`config.mk`:
```
export PLATFORM = sky130hd
export DESIGN_NAME = ialu_unit
export DESIGN_NICKNAME = d
export VERILOG_FILES = /design/src/rtl/ialu_pkg.sv /design/src/rtl/ialu_decode.sv /design/src/rtl/ialu_core.sv /design/src/rtl/ialu_unit.sv
export SDC_FILE = /design/constraint.sdc
export NUM_CORES = 1
export LEC_CHECK = 0
export BUFFER_PORTS_ARGS = -buffer_cell sky130_fd_sc_hd__buf_2
export CORE_UTILIZATION = 40
export CTS_BUF_LIST = sky130_fd_sc_hd__clkbuf_4 sky130_fd_sc_hd__clkbuf_8
export CTS_CLUSTER_DIAMETER = 150
export DETAILED_ROUTE_END_ITERATION = 7
export SLEW_MARGIN = 30
export SYNTH_ARGS = -nofsm -noshare
export SYNTH_HDL_FRONTEND = slang
export SYNTH_SLANG_ARGS = --single-unit
```
`constraint.sdc`:
```
create_clock -name clk -period 1.5 [get_ports clk]
set_clock_uncertainty 0.15 [all_clocks]
set_input_delay 0 -clock clk [delete_from_list [all_inputs] [get_ports clk]]
set_output_delay 0 -clock clk [all_outputs]
set_load 0.02 [all_outputs]
```
`src/rtl/ialu_pkg.sv`:
```
package ialu_pkg;
    typedef enum logic [3:0] {
        OP_ADD, OP_SUB, OP_SLL, OP_SLT, OP_SLTU,
        OP_XOR, OP_SRL, OP_SRA, OP_OR, OP_AND
    } alu_op_e;

    localparam logic [6:0] OPC_REG    = 7'b0110011;
    localparam logic [6:0] OPC_IMM    = 7'b0010011;
    localparam logic [6:0] OPC_BRANCH = 7'b1100011;
    localparam logic [6:0] OPC_LOAD   = 7'b0000011;
    localparam logic [6:0] OPC_STORE  = 7'b0100011;
    localparam logic [6:0] OPC_JAL    = 7'b1101111;
endpackage

```
`src/rtl/ialu_decode.sv`:
```
module ialu_decode
    import ialu_pkg::*;
(
    input  logic [6:0] opcode,
    input  logic [2:0] funct3,
    input  logic       funct7_b5,
    output alu_op_e    op
);
    logic is_reg;
    logic is_imm;
    logic alt;

    always_comb begin
        is_reg = (opcode == OPC_REG);
        is_imm = (opcode == OPC_IMM);
        // alternate bit only matters for subtract (register form) and shift right
        alt    = funct7_b5 && ((funct3 == 3'b101) || (is_reg && funct3 == 3'b000));
        op     = OP_ADD;
        if (is_reg || is_imm) begin
            unique case (funct3)
                3'b000:  op = alt ? OP_SUB : OP_ADD;
                3'b001:  op = OP_SLL;
                3'b010:  op = OP_SLT;
                3'b011:  op = OP_SLTU;
                3'b100:  op = OP_XOR;
                3'b101:  op = alt ? OP_SRA : OP_SRL;
                3'b110:  op = OP_OR;
                default: op = OP_AND;
            endcase
        end else if (opcode == OPC_BRANCH) begin
            op = OP_SUB;
        end
    end
endmodule

```
`src/rtl/ialu_core.sv`:
```
module ialu_core
    import ialu_pkg::*;
#(
    parameter int XLEN = 32
) (
    input  alu_op_e          op,
    input  logic [XLEN-1:0]  a,
    input  logic [XLEN-1:0]  b,
    output logic [XLEN-1:0]  y
);
    localparam int SHW = $clog2(XLEN);

    logic [SHW-1:0] shamt;
    logic           lt_s;
    logic           lt_u;

    always_comb begin
        shamt = b[SHW-1:0];
        lt_s  = $signed(a) < $signed(b);
        lt_u  = a < b;
        unique case (op)
            OP_ADD:  y = a + b;
            OP_SUB:  y = a - b;
            OP_SLL:  y = a << shamt;
            OP_SLT:  y = {{(XLEN-1){1'b0}}, lt_s};
            OP_SLTU: y = {{(XLEN-1){1'b0}}, lt_u};
            OP_XOR:  y = a ^ b;
            OP_SRL:  y = a >> shamt;
            OP_SRA:  y = XLEN'($signed(a) >>> shamt);
            OP_OR:   y = a | b;
            default: y = a & b;
        endcase
    end
endmodule

```
`src/rtl/ialu_unit.sv`:
```
module ialu_unit
    import ialu_pkg::*;
#(
    parameter int XLEN = 32
) (
    input  logic            clk,
    input  logic            rst_n,
    input  logic [6:0]      opcode,
    input  logic [2:0]      funct3,
    input  logic            funct7_b5,
    input  logic [XLEN-1:0] opnd_a,
    input  logic [XLEN-1:0] opnd_b,
    output logic [XLEN-1:0] result,
    output logic            zero
);
    typedef struct packed {
        logic [XLEN-1:0] res;
        logic            zf;
    } out_t;

    alu_op_e         op;
    logic [XLEN-1:0] y;
    out_t            st_d;
    out_t            st_q;

    ialu_decode u_dec (
        .opcode    (opcode),
        .funct3    (funct3),
        .funct7_b5 (funct7_b5),
        .op        (op)
    );

    ialu_core #(.XLEN(XLEN)) u_core (
        .op (op),
        .a  (opnd_a),
        .b  (opnd_b),
        .y  (y)
    );

    always_comb begin
        st_d.res = y;
        st_d.zf  = (y == '0);
    end

    always_ff @(posedge clk or negedge rst_n) begin
        if (!rst_n) begin
            st_q.res <= '0;
            st_q.zf  <= 1'b1;
        end else begin
            st_q <= st_d;
        end
    end

    assign result = st_q.res;
    assign zero   = st_q.zf;
endmodule

```
==> impl_metrics.ini <==
[power_and_ir_drop]
max-vdd-ir-drop_mv = 0.3238
power_density_mw_per_mm2 = 492.6
p_leak_nw = 9.662
p_total_mw = 10.43

[grt]
antenna_found_initial = 6
grt_pass1_wl_um = 108500
grt_pass1_vias = 17120
grt_util_all_layers = 0.5053
grt_max_degree = 34
grt_remaining_overflow = 0

[floorplan]
core_sq_mm = 0.02801
dieWidth_um = 171.6
initial_core_util = 0.4108
die_area_sq_mm = 0.02945
ios = 110
num_rows = 61
die_h_um = 171.6

[synth]
ys_warn_count = 0
yosys_register_bits = 33
synthSimpleGateAreaFrac = 0.2223
syn_nets = 1736
synth_compound_area_frac = 0.3093
synth_cell_types = 96
synthMuxAreaShare = 0.1849
synth_xor_area_frac = 0.01827
yosys.area_share.adder = 0.1090
synth-async-reset-ratio = 1.000
synth_cells = 1560
ys.flop_type = dfrtp_1
ys_seq_area_frac = 0.07188
avgSynthCellArea_sq_um = 7.376
synth_edf_count = 0
synth_top_family_by_area = compound AO/OA/AOI/OAI gates
syn_area_sq_mm = 0.01151

[status]
outcome = finished, violations left
violations = negative setup slack

[detailed_routing]
vias = 18680
drc = 0
wl_per_cell_um = 29.46
routed_wl_um = 80920
drt-pass1-iter-count = 6
vias_per_cell = 6.799
first_iter_violations = 2942
postRouteAntennaNets = 0

[place]
place_inst = 2619
gp_congestion = 1.077
io_buffer_count = 109
dp_slack_ns = -2.446
dp_hpwl_um = 59660

[timing]
slew_violations = 0
fmax_ghz = 0.2903
rsz0062_at_grt = yes
tns_ns = -33.21
tightest_slew_ns = 0.7005
slew_headroom = 0.5330
hold_viol_final = 0
whs_ns = 0.1200
min_period_ns = 3.445
min_period_over_period = 2.296
setup_viol = 33
fin_ws_ns = -1.945

[clocking]
cts_tree = built
clk_pin_slew_worst_paths_ns = 0.07
cts_buffers = 5
cts_num_sinks = 33
cts_root_buffer = clkbuf_8
cts_buffer_depth = 2
htree_levels = 2

[setup_path]
cp-start-kind = input pin
critPathKind = input pin to register
worstPathRequired_ns = 1.56
cp_cell_sequence = buf_16, ha_4, fa_2, a21oi_4, o211ai_1, nand3b_1, a21bo_2, nand2_1, a311o_1, and4_1, or4_4, nor4_4, nand4_1, nor3_2
path_max_fanout = 5
path_delay_family = simple AND/OR/NAND/NOR gates
crit_slowest_cell = or4_4
arrival_ns = 3.51
end_kind = register
critPathBufInv = 1
max_stage_delay_ns = 0.56

[layout]
nets = 2543
drive_gt1_frac = 0.5705
area_growth_pct = 83.94
final_cells = 2747

[hold_path]
min_path_type = input pin to asynchronous set/reset pin

[flow_run]
drv_cap = 0
metrics by stage:
step                utilization  cell area [sq um]
floorplan                     -              12010
global placement         0.6279              17590
detailed placement       0.6279              17590
CTS                      0.7184              20120
global route             0.7555              21160
finish                   0.7556              21160
cell type report:
class / count / area, sq um
multi-input combinational: 1301 / 11810
timing repair buffer: 918 / 7493
fill: 2026 / 6847
sequential: 33 / 827.0
tap: 378 / 473.0
inverter: 108 / 467.9
clock buffer: 5 / 68.82
clock inverter: 3 / 17.52
antenna: 1 / 2.502
where the power goes:
| group | switching (mW) | internal [mW] |
|---|---|---|
| Combinational | 4.64 | 4.06 |
| Sequential | 0.0359 | 1.06 |
| Clock | 0.315 | 0.319 |
worst max-delay path by stage:
stage / end / start / cells past startpoint
2_1_floorplan: zero / opnd_a[10] / 15
5_1_grt: zero / opnd_b[1] / 12
3_5_place_dp: zero / opnd_b[0] / 16
4_1_cts: zero / opnd_a[17] / 14
6_report: zero / opnd_b[0] / 14
3_3_place_gp: zero / opnd_b[2] / 14
layer usage:
metal	GRT usage	wire [um]
met2	0.7537	32580
met3	0.09342	11440
met4	0.3579	8132
met5	0	45
met1	0.6528	28730
what timing repair did:
item | 4_1_cts | 5_1_grt
pin swaps | 127 | 89
cloned | 2 | 1
resized for setup | 439 | 150
hold buffers | 1 | 0
setup buffers | 76 | 57
endpoints found under the setup margin | 33 | 33
endpoints found under the hold margin | 33 | 0
cells by family (layout without fill, tap and decap cells):
logic type      Yosys count  in the layout
simple gates            531            531
compound gates          511            511
buf+inv                 226           1034
mux                     136            136
fa+ha+maj                99             99
flops                    33             33
xor+xnor                 24             24
other cells               0              1
synthesized netlist by cell type, drive strengths merged, types with 19 or more instances:
cell type,number,area [sq um]
nor2,158,593.1
nand2,143,536.8
a21oi,108,540.5
inv,104,390.4
ha,97,1214
o21ai,81,405.4
buf,60,349.1
clkbuf,58,217.7
mux2i,58,580.6
mux4,58,1321
nand3,42,210.2
nor3,36,196.4
a211oi,33,252.7
dfrtp,32,800.8
a31oi,30,187.7
a21o,24,180.2
o211ai,23,172.7
xnor2,22,192.7
nor4,21,143.9
mux2,20,225.2
nand2b,20,125.1
and3,19,118.9
flip-flops by register name, summed over array words and instances (netlist names):
register,flops
result,32
zero,1
layout by cell type (no fill, tap or decap), types with 26 or more instances in the layout:
cell,n
o21ai_0,36
nand2_1,129
ha_4,26
buf_6,91
buf_4,693
a21oi_2,26
dfrtp_1,32
ha_1,61
inv_1,73
buf_2,89
mux4_2,58
mux2i_1,39
nor2_1,140
nand3_1,35
a21oi_1,76
Note: power is estimated with default switching activity, not from simulation.
